### src/rtl/ufpt_pkg.sv
package ufpt_pkg;

    localparam int FIFO_DEPTH = 32;
    localparam int CNT_W      = $clog2(FIFO_DEPTH + 1);
    localparam int THR_W      = $clog2(FIFO_DEPTH);
    localparam int NUM_RX_CMP = 2;

    typedef enum logic [1:0] {
        ADDR_FLOW  = 2'd0,
        ADDR_RXINT = 2'd1,
        ADDR_TXINT = 2'd2,
        ADDR_NONE  = 2'd3
    } reg_addr_e;

    typedef struct packed {
        logic [THR_W-1:0] flow;
        logic [THR_W-1:0] rx_int;
        logic [THR_W-1:0] tx_int;
    } ovr_regs_t;

    typedef struct packed {
        logic [CNT_W-1:0] prev_cnt;
        logic             thre;
    } tx_state_t;

    function automatic logic [THR_W-1:0] legacy_level(input logic [1:0] sel);
        logic [THR_W-1:0] lvl;
        case (sel)
            2'd0:    lvl = THR_W'(1);
            2'd1:    lvl = THR_W'(4);
            2'd2:    lvl = THR_W'(8);
            default: lvl = THR_W'(14);
        endcase
        return lvl;
    endfunction

    function automatic logic [THR_W-1:0] pick_level(input logic [THR_W-1:0] ovr,
                                                    input logic [1:0]       sel);
        return (ovr != '0) ? ovr : legacy_level(sel);
    endfunction

endpackage

### src/rtl/ufpt_regs.sv
module ufpt_regs
    import ufpt_pkg::*;
(
    input  logic             clk,
    input  logic             rst,
    input  logic             we,
    input  logic [1:0]       addr,
    input  logic [THR_W-1:0] wdata,
    output ovr_regs_t        regs,
    output logic [THR_W-1:0] rdata
);

    reg_addr_e addr_e;
    assign addr_e = reg_addr_e'(addr);

    always_ff @(posedge clk) begin
        if (rst) begin
            regs <= '0;
        end else if (we) begin
            case (addr_e)
                ADDR_FLOW:  regs.flow   <= wdata;
                ADDR_RXINT: regs.rx_int <= wdata;
                ADDR_TXINT: regs.tx_int <= wdata;
                default:    ;
            endcase
        end
    end

    always_comb begin
        case (addr_e)
            ADDR_FLOW:  rdata = regs.flow;
            ADDR_RXINT: rdata = regs.rx_int;
            ADDR_TXINT: rdata = regs.tx_int;
            default:    rdata = '0;
        endcase
    end

endmodule

### src/rtl/ufpt_rx_cmp.sv
module ufpt_rx_cmp
    import ufpt_pkg::*;
(
    input  logic [CNT_W-1:0] count,
    input  logic [THR_W-1:0] ovr,
    input  logic [1:0]       legacy_sel,
    output logic             hit
);

    logic [THR_W-1:0] level;

    always_comb begin
        level = pick_level(ovr, legacy_sel);
        hit   = count >= CNT_W'(level);
    end

endmodule

### src/rtl/ufpt_tx_thre.sv
module ufpt_tx_thre
    import ufpt_pkg::*;
(
    input  logic             clk,
    input  logic             rst,
    input  logic [CNT_W-1:0] tx_count,
    input  logic [THR_W-1:0] tx_ovr,
    input  logic             tx_write,
    input  logic             thre_id_read,
    output logic             thre
);

    tx_state_t        st_q;
    tx_state_t        st_d;
    logic [CNT_W-1:0] lvl_ext;
    logic             hit_level;
    logic             hit_empty;
    logic             clr;

    always_comb begin
        lvl_ext   = CNT_W'(tx_ovr);
        hit_level = (tx_ovr != '0)
                 && (st_q.prev_cnt == lvl_ext + CNT_W'(1))
                 && (tx_count == lvl_ext);
        hit_empty = (st_q.prev_cnt != '0) && (tx_count == '0);
        clr       = tx_write || thre_id_read;

        st_d.prev_cnt = tx_count;
        if (hit_level || hit_empty)
            st_d.thre = 1'b1;
        else if (clr)
            st_d.thre = 1'b0;
        else
            st_d.thre = st_q.thre;
    end

    always_ff @(posedge clk) begin
        if (rst)
            st_q <= '0;
        else
            st_q <= st_d;
    end

    assign thre = st_q.thre;

endmodule

### src/rtl/uart_fifo_trigger.sv
module uart_fifo_trigger
    import ufpt_pkg::*;
(
    input  logic             clk,
    input  logic             rst,
    input  logic             reg_we,
    input  logic [1:0]       reg_addr,
    input  logic [THR_W-1:0] reg_wdata,
    output logic [THR_W-1:0] reg_rdata,
    input  logic [1:0]       legacy_sel,
    input  logic [CNT_W-1:0] rx_count,
    input  logic [CNT_W-1:0] tx_count,
    input  logic             tx_write,
    input  logic             thre_id_read,
    output logic             rx_data_avail,
    output logic             rts_deassert_req,
    output logic             thre_irq
);

    ovr_regs_t              regs;
    logic [THR_W-1:0]       rx_ovr [NUM_RX_CMP];
    logic [NUM_RX_CMP-1:0]  rx_hit;

    ufpt_regs u_regs (
        .clk   (clk),
        .rst   (rst),
        .we    (reg_we),
        .addr  (reg_addr),
        .wdata (reg_wdata),
        .regs  (regs),
        .rdata (reg_rdata)
    );

    // index 0: data-available level, index 1: flow-control level
    assign rx_ovr[0] = regs.rx_int;
    assign rx_ovr[1] = regs.flow;

    for (genvar g = 0; g < NUM_RX_CMP; g++) begin : g_rx_cmp
        ufpt_rx_cmp u_cmp (
            .count      (rx_count),
            .ovr        (rx_ovr[g]),
            .legacy_sel (legacy_sel),
            .hit        (rx_hit[g])
        );
    end

    assign rx_data_avail    = rx_hit[0];
    assign rts_deassert_req = rx_hit[1];

    ufpt_tx_thre u_tx (
        .clk          (clk),
        .rst          (rst),
        .tx_count     (tx_count),
        .tx_ovr       (regs.tx_int),
        .tx_write     (tx_write),
        .thre_id_read (thre_id_read),
        .thre         (thre_irq)
    );

endmodule

### config.mk
export PLATFORM = sky130hd
export DESIGN_NAME = uart_fifo_trigger
export DESIGN_NICKNAME = d
export VERILOG_FILES = /design/src/rtl/ufpt_pkg.sv /design/src/rtl/ufpt_regs.sv /design/src/rtl/ufpt_rx_cmp.sv /design/src/rtl/ufpt_tx_thre.sv /design/src/rtl/uart_fifo_trigger.sv
export SDC_FILE = /design/constraint.sdc
export NUM_CORES = 1
export LEC_CHECK = 0
export ABC_AREA = 1
export BUFFER_PORTS_ARGS = -buffer_cell sky130_fd_sc_hd__buf_2
export CAP_MARGIN = 20
export CELL_PAD_IN_SITES_DETAIL_PLACEMENT = 0
export CELL_PAD_IN_SITES_GLOBAL_PLACEMENT = 1
export CORE_MARGIN = 10
export CORE_UTILIZATION = 40
export DETAILED_ROUTE_END_ITERATION = 16
export GPL_ROUTABILITY_DRIVEN = 0
export HOLD_SLACK_MARGIN = 0.05
export PLACE_DENSITY_LB_ADDON = 0.1
export SYNTH_ARGS = -nofsm -noshare
export SYNTH_HDL_FRONTEND = slang
export SYNTH_HIERARCHICAL = 1
export SYNTH_SLANG_ARGS = --single-unit
### constraint.sdc
create_clock -name clk -period 2.5 [get_ports clk]
set_clock_uncertainty 0.05 [all_clocks]
set_input_delay 0.25 -clock clk [delete_from_list [all_inputs] [get_ports clk]]
set_output_delay 0.25 -clock clk [all_outputs]
set_load 0.02 [all_outputs]
* Yosys cells after proc, flatten, opt, wreduce, memory -nomap -nowiden
Cells that the tools add are included.
Widths: inputs -> output; s select.
** Storage, ports and cells
- Register bits :: 22
- Bits of input ports :: 26
- Output and inout port bits :: 8
- Logic and storage cells :: 36
** Cells by class
- Add/subtract/negate cells :: 1
- $lt $le $gt $ge :: 2
- Eq/ne operators :: 6
- Multiplexer cells :: 6
- Reductions and logical operators :: 16
** Operators by type and width (count)
- $pmux 5 s3 :: 1
- $reduce_bool 5->1 :: 3
- $ge 6x5->1 :: 2
- $pmux 4 s3 :: 1
- $mux 5 :: 2
- $add 5x1->6 const B :: 1
- $eq 6x5->1 :: 1
- $eq 6x6->1 :: 1
- $logic_not 6->1 :: 1
- $reduce_and 2->1 :: 3
- $reduce_bool 6->1 :: 1
- $eq 2x1->1 const B :: 2
- $eq 2x2->1 const B :: 2
- $logic_not 2->1 :: 2
- $logic_and 1x1->1 :: 3
- $logic_or 1x1->1 :: 2
- $mux 1 :: 2
- $reduce_bool 2->1 :: 1

* Logic depth before layout (Yosys ltp)
Gate-level depths: netlist (run 1).
- Depth after elaboration :: 6
- Gate-level depth with buffers :: 12
- Depth with buffers taken out :: 12

* Hierarchy
The synthesis (run 1) kept the hierarchy.
** By module, submodules not included
- ufpt_regs :: times used 1, cells an instance 116, area an instance 739.5 µm², seq. area each 300.3 µm²
- ufpt_tx_thre :: times used 1, cells an instance 97, area an instance 535.5 µm², seq. area each 140.1 µm²
- ufpt_rx_cmp :: times used 2, cells an instance 38, area an instance 220.2 µm², seq. area each 0.0 µm²

* Least setup slack after synthesis (run 1)
No wires, ideal clock.
- Path kind :: register -> output
- Start :: reg u_regs/regs[6] (netlist name)
- End :: out rx_data_avail
- Data arrival time :: 1301 ps
- Data required time :: 2200 ps
- Setup slack :: 899 ps
- Cell stages (with the launch flop) :: 10
- Buffers on the path :: 0
- Cells stage by stage :: dfxtp_1 nor2_2 nand3_2 nor2_1 nor2_1 ha_1 nand2_1 nor3_1 nand2_1 nand2_1
** Between the ends
- Cells in the longest elaborated chain, start to end :: 3
** RTL lines
- $reduce_bool 5->1 :: line ufpt_pkg.sv:39 : return (ovr != '0) ? ovr : legacy_level(sel);
- $mux 5 (*) :: line ufpt_pkg.sv:39
- $ge 6x5->1 (*) :: line ufpt_rx_cmp.sv:14 : hit = count >= CNT_W'(level);
- end: declaration :: line uart_fifo_trigger.sv:15 : output logic rx_data_avail,
Mark *: on every way between the ends. The rest lies on a longest branch, timed or not.

* Final worst setup path (run 1)
- Start :: reg u_regs/regs[11] (netlist name)
- End :: out rts_deassert_req
** Between the ends
- Cells in the longest elaborated chain, start to end :: 3
** RTL lines
- $reduce_bool 5->1 :: line ufpt_pkg.sv:39
- $mux 5 (*) :: line ufpt_pkg.sv:39
- $ge 6x5->1 (*) :: line ufpt_rx_cmp.sv:14
- end: declaration :: line uart_fifo_trigger.sv:16 : output logic rts_deassert_req,
Marked as above.

==> results_dict.tcl, run 1 <==
set metrics [dict create \
    start_util 0.420 \
    portBuffers 33 \
    via_count 1698 \
    syn-num-nets 327 \
    clockBufferDepth 2 \
    cts_buffers 3 \
    drv_slew 0 \
    finalPower_mw 0.954 \
    pwr-share-clk 0.348 \
    cp_common_cell "nand2_1" \
    ctsResizeCount 0 \
    grt_use_total 0.123 \
    cts_hold_buf 0 \
    drt_iter0_markers 55 \
    power_density_nw_per_um2 478 \
    status "completed" \
    ff2ff_setup_slack_ps 910 \
    io_pins 34 \
    ys_seq_elements 22 \
    tightest_slew_ps 502 \
    path_max_fanout 4 \
    dieArea_um2 7310 \
    ys_warn_count 6 \
    cts_tree "done" \
    fp.dieW_um 85.5 \
    ys_seq_area_frac 0.257 \
    worst-setup-path-type "register to output pin" \
    fin_crit_sh 0.814 \
    ant_nets 0 \
    setup_tns_ps 0 \
    setup_viol_count_final 0 \
    area_growth_pct 16.3 \
    rsz0062_at_grt "no" \
    htreeDepth 1 \
    comb_power_share 0.243 \
    async_reset_ff_frac 0 \
    wl_per_cell_um 11.7 \
    ys.flop_type "dfxtp_1" \
    final_util 0.488 \
    drc_errors 0 \
    swShare 0.293 \
    cellLeakagePower_nw 1.11 \
    cts.sinks 22 \
    dpl.hpwl_um 3560 \
    yosysTopAreaCellShare 0.257 \
    die_h_um 85.5 \
    postCtsSetupBuffers 0 \
    hold_class "input pin to register" \
    fmax_mhz 492 \
    synth-edff-count 0 \
    cap_violations 0 \
    grt_pass1_vias 1646 \
    synth_top_cell_by_area "dfxtp_1" \
    start_kind "register" \
    ir_worst_vdd_uv 251 \
    arrival_ps 1730 \
    post_synth.cell_area_avg_um2 5.94 \
    drt_pre_antenna_iters 5 \
    min_period_ps 2030 \
    ys_top_cells_by_area "dfxtp_1, nand2_1, inv_1" \
    clk_latency_ps 260 \
    p_seq_frac 0.409 \
    cts_root_buffer "clkbuf_8" \
    synthDistinctLibCells 26 \
    clk_pin_slew_worst_paths_ps 80 \
    grt_max_degree 16 \
    finalHoldViolations 0 \
    cp-end-kind "output pin" \
    holdWs_ps 172 \
    drive_gt1_frac 0.170 \
    path_cells "nor2_2 -> nand3_2 -> nor2_1 -> nor2_1 -> ha_1 -> nand2_1 -> nor3_1 -> nand2_1 -> nand2_1 -> buf_2" \
    antenna_found_initial 0 \
    grt_pass1_wl_um 7620 \
    antenna_cells 0 \
    slew_headroom 0.665 \
    num_rows 23 \
    synthCells 289 \
    p_sw_mw 0.279 \
    nets 362 \
    critical_path.max_stage_delay_ps 360 \
    wl_um 4350 \
    n_fill_cell 457 \
    synth_area_um2 1720 \
    crit_slowest_cell "dfxtp_1" \
    vias_per_cell 4.55 \
    fp.coreArea_um2 4090 \
    power.internal_mw 0.675 \
    grt-ovfl-total 0 \
    critPathRequiredTime_ps 2200 \
    yosys-top-cells-count "nand2_1, inv_1, nor2_1" \
    yosysMostFrequentCell "nand2_1" \
]
[cell usage in the layout (no fill, tap or decap), drive strengths merged]
cell type / netlist / layout
nand3: 18 / 18
inv: 55 / 55
o211ai: 5 / 5
nand2: 93 / 93
buf: 3 / 33
o21ai: 2 / 2
bufinv: 0 / 1
o21bai: 2 / 2
a21oi: 9 / 9
nor4: 1 / 1
or3b: 1 / 1
clkinv: 1 / 1
xnor2: 1 / 1
dfxtp: 22 / 22
nor2: 53 / 53
nor3: 4 / 4
ha: 12 / 12
or2: 4 / 4
nand3b: 1 / 1
clkbuf: 0 / 3
nand4: 2 / 2
[power groups by stage]
stage	combinational [mW]	clock, mW	sequential (mW)
6_report	0.232	0.332	0.391
5_1_grt	0.274	0.356	0.395
4_1_cts	0.234	0.341	0.390
3_5_place_dp	0.233	0	0.399
3_3_place_gp	0.232	0	0.398
2_1_floorplan	0.166	0	0.392
[critical path: cells and delay by family, from the launching register on]
| family | cells | cell delay (ps) |
|---|---|---|
| buffers and inverters | 1 | 150 |
| adders and majority gates | 1 | 270 |
| and+or+nand+nor | 8 | 680 |
| DFF | 1 | 360 |
[state kept, by name (all words and copies together), names as in the netlist]
register,flops
u_tx/st_q,6
u_regs/regs,15
u_tx/thre,1
[through the flow]
stage / std cells / cell area, um2 / worst slack, ps
detailed placement: 369 / 1920 / 750
global route: 373 / 1990 / 302
global placement: 369 / 1920 / 766
floorplan: 289 / 1720 / 899
CTS: 373 / 1990 / 450
finish: 373 / 1990 / 466
[layout make-up]
class / count / area, um2 / area share
multi-input cells: 208 / 1040 / 0.524
flip-flops and latches: 22 / 440 / 0.221
inverters: 56 / 210 / 0.105
repair buffers: 33 / 165 / 0.0828
clock inverters: 1 / 30.0 / 0.0151
clock buffers: 3 / 41.3 / 0.0207
well taps: 50 / 62.6 / 0.0314
[worst paths after layout]
kind                                      start          endpoint  depth (start not counted)
worst min register to register   u_regs/regs[6]    u_regs/regs[6]                          4
worst max register to register   u_regs/regs[1]         u_tx/thre                         12
worst min-delay path                tx_count[2]      u_tx/st_q[3]                          3
worst max-delay path            u_regs/regs[11]  rts_deassert_req                         10
[layer usage]
layer  track usage  up-vias  routed length, um
met5             0        -                  0
met4        0.0404        0                 40
met3        0.0191        4                170
met2         0.192       28               1910
met1         0.168      722               2230
li1              -      944                  -
[kinds of logic after synthesis]
logic type	Yosys count	synth area share
AO/OA/AOI/OAI	18	0.0715
XOR/XNOR	1	0.00511
adder cells (fa/ha/maj)	12	0.0875
buffers and inverters	59	0.134
flip-flops	22	0.257
AND/OR/NAND/NOR	177	0.445
(Power assumes the default switching activity.)
==> inputs of run 2 (changes only) <==
--- a/config.mk
+++ b/config.mk
@@ -5,13 +5,13 @@
 export SDC_FILE = /design/constraint.sdc
 export NUM_CORES = 1
 export LEC_CHECK = 0
-export ABC_AREA = 1
+export ABC_AREA = 0
 export BUFFER_PORTS_ARGS = -buffer_cell sky130_fd_sc_hd__buf_2
 export CAP_MARGIN = 20
 export CELL_PAD_IN_SITES_DETAIL_PLACEMENT = 0
 export CELL_PAD_IN_SITES_GLOBAL_PLACEMENT = 1
 export CORE_MARGIN = 10
-export CORE_UTILIZATION = 40
+export CORE_UTILIZATION = 41
 export DETAILED_ROUTE_END_ITERATION = 16
 export GPL_ROUTABILITY_DRIVEN = 0
 export HOLD_SLACK_MARGIN = 0.05
==> constraint.sdc (replaced) <==
create_clock -name clk -period 1.9 [get_ports clk]
set_clock_uncertainty 0.05 [all_clocks]
set_input_delay 0.19 -clock clk [delete_from_list [all_inputs] [get_ports clk]]
set_output_delay 0.19 -clock clk [all_outputs]
set_load 0.02 [all_outputs]
==> run 2 against run 1 <==
  * The run now ends with negative setup slack left
  * Sequential share of layout area grew 0.60 points
  * Via count shrank 18%
  * Clock power grew 35%
  * Largest cell class unchanged
  * Largest power group unchanged
  * Highest routed layer unchanged
==> results_dict.tcl, run 2 <==
set metrics [dict create \
    status "finished with violations" \
    violations "negative setup slack" \
    post_synth.cell_area_avg_um2 9.18 \
    p_sw_mw 0.319 \
    ys_top_cells_by_area "dfxtp_1, mux2i_1, ha_1" \
    dp.cells 258 \
    final_cell_mix "buf_2, nand2b_1, mux2i_1, dfxtp_1, buf_4" \
    largest_reg_flops 15 \
    crit_end "rts_deassert_req" \
    crit_slowest_cell "dfxtp_2" \
    async_reset_ff_frac 0 \
    path_cells "nor4b_4 -> a21oi_2 -> ha_1 -> a21o_1 -> a211oi_2 -> o21ai_1 -> buf_4" \
    antenna_found_initial 0 \
    antenna_cells 0 \
    die_h_um 82.2 \
    crit_start "u_regs/regs[14]" \
    synth_area_um2 1590 \
    reg2reg_from "u_regs/regs[1]" \
    syn-num-nets 211 \
    cts_buffers 3 \
    cp-end-kind "output pin" \
    rr_endpoint "u_tx/thre" \
    hold_class "input pin to register" \
    dieArea_um2 6760 \
    synth-edff-count 0 \
    worst-path-buf-inv 1 \
    pwr-share-clk 0.368 \
    critical_path.max_stage_delay_ps 340 \
    power.internal_mw 0.899 \
    cts_root_buffer "clkbuf_8" \
    critPathRequiredTime_ps 1660 \
    start_util 0.427 \
    yosysMostFrequentCell "nand2b_1" \
    tightest_slew_ps 382 \
    top_register "u_regs/regs" \
    slew_headroom 0.745 \
    reg2regPathDepth 4 \
    fp.dieW_um 82.2 \
    drv_slew 0 \
    path_max_fanout 2 \
    setup_viol_count_final 2 \
    cts_hold_buf 0 \
    place_ws_ps -26.9 \
    synthDistinctLibCells 39 \
    yosysTopAreaCellShare 0.277 \
    clk_pin_slew_worst_paths_ps 90 \
    arrival_ps 1930 \
    finalHoldViolations 0 \
    fmax_mhz 462 \
    cts_tree "done" \
    ys_seq_elements 22 \
    ff2ff_setup_slack_ps 120 \
    drive_gt1_frac 0.295 \
    p_seq_frac 0.409 \
    cts.sinks 22 \
    htreeDepth 1 \
    comb_power_share 0.222 \
    path_depth 7 \
    swShare 0.262 \
    start_kind "register" \
    area_growth_pct 24.0 \
    rsz0062_at_grt "yes" \
    drt_pre_antenna_iters 4 \
    cap_violations 0 \
    portBuffers 33 \
    place_area_um2 1840 \
    stdcell_area_um2 1970 \
    clockBufferDepth 2 \
    clk_latency_ps 270 \
    drc_errors 0 \
    gr-max-usage-layer "met2" \
    power_density_nw_per_um2 619 \
    synth_top_cell_by_area "dfxtp_1" \
    met1_usage 0.159 \
    final_util 0.530 \
    cellLeakagePower_nw 0.940 \
    grt_pass1_vias 1358 \
    via_count 1393 \
    wl_um 4190 \
    synthCells 173 \
    met2_usage 0.194 \
    ir_worst_vdd_uv 318 \
    grt_max_degree 29 \
    io_pins 34 \
    grtUsageMet3 0.0378 \
    fp.coreArea_um2 3720 \
    final_common_cell "buf_2" \
    ys_seq_area_frac 0.277 \
    ys.flop_type "dfxtp_1" \
    ant_nets 0 \
    worst_slack_ps -265 \
    worst-setup-path-type "register to output pin" \
    fin_cells 265 \
    grt_use_total 0.124 \
    fin_crit_sh 1.14 \
    grt_pass1_wl_um 6550 \
    dpl.hpwl_um 3430 \
    wl_per_cell_um 15.8 \
    ys_warn_count 6 \
    yosys-top-cells-count "nand2b_1, dfxtp_1, mux2i_1" \
    nets 256 \
    holdWs_ps 124 \
    vias_per_cell 5.26 \
    grt-ovfl-total 0 \
    num_rows 22 \
    drt_iter0_markers 40 \
    min_period_ps 2170 \
    crit_family "compound AO/OA/AOI/OAI gates" \
]
-- run 2: cell types whose count changed after synthesis, moves of 7 or more --
| cell | delta |
|---|---|
| inv_1 | -43 |
| mux2i_1 | +20 |
| nand2_1 | -87 |
| nand2b_1 | +24 |
| nand3_1 | -11 |
| nor2_1 | -42 |
| nor2b_1 | +7 |
| xor2_1 | +7 |
-- run 2: power by group through the flow --
stage | sequential (mW) | combinational (mW) | clock [mW]
floorplan | 0.507 | 0.164 | 0
global placement | 0.506 | 0.243 | 0
detailed placement | 0.507 | 0.255 | 0
CTS | 0.498 | 0.268 | 0.452
global route | 0.501 | 0.300 | 0.476
finish | 0.498 | 0.271 | 0.449
-- run 2: logic make-up after synthesis --
family | after synthesis | share of synthesized area
and+or+nand+nor | 62 | 0.245
AOI/OAI and AO/OA | 29 | 0.141
muxes | 21 | 0.133
buffers and inverters | 18 | 0.0591
adders and majority gates | 12 | 0.0946
DFF | 22 | 0.277
xor gates and xnor gates | 9 | 0.0496
-- run 2: layout make-up --
type,count,area [um2]
Clock buffer,3,41.3
Clock inverter,1,30.0
Fill cell,371,1750
Inverter,11,41.3
Multi-Input combinational cell,133,1070
Sequential cell,22,447
Tap cell,48,60.1
Timing Repair Buffer,47,275
-- run 2: per-stage QoR --
step | TNS, ps | power, mW
after floorplan | 0 | 0.671
after global placement | 0 | 0.748
after detailed placement | -26.9 | 0.762
after CTS | -560 | 1.22
after global routing | -672 | 1.28
final | -499 | 1.22
-- run 2: how the worst min path moves through the flow --
stage	from	endpoint	slack [ps]	cells past startpoint
after floorplan	rst	u_tx/st_q[1]	210	1
after global placement	tx_count[0]	u_tx/st_q[1]	390	2
after detailed placement	tx_count[0]	u_tx/st_q[1]	400	2
after CTS	tx_count[0]	u_tx/st_q[1]	120	2
after global routing	tx_count[1]	u_tx/st_q[2]	120	2
final	tx_count[0]	u_tx/st_q[1]	120	2
-- run 2: what timing repair did --
item                                    in CTS  in global routing
pin swaps                                   10                  6
resized for setup                            7                  3
endpoints found under the setup margin       2                  2
buffers inserted                             2                  1
gates cloned                                 0                  0
hold endpoints to repair                     0                  0
-- run 2: per-layer routing --
layer  wire (um)  vias up
met5           0        -
met4          41        0
met3         265        4
met2        1970       30
met1        1910      657
li1            -      702
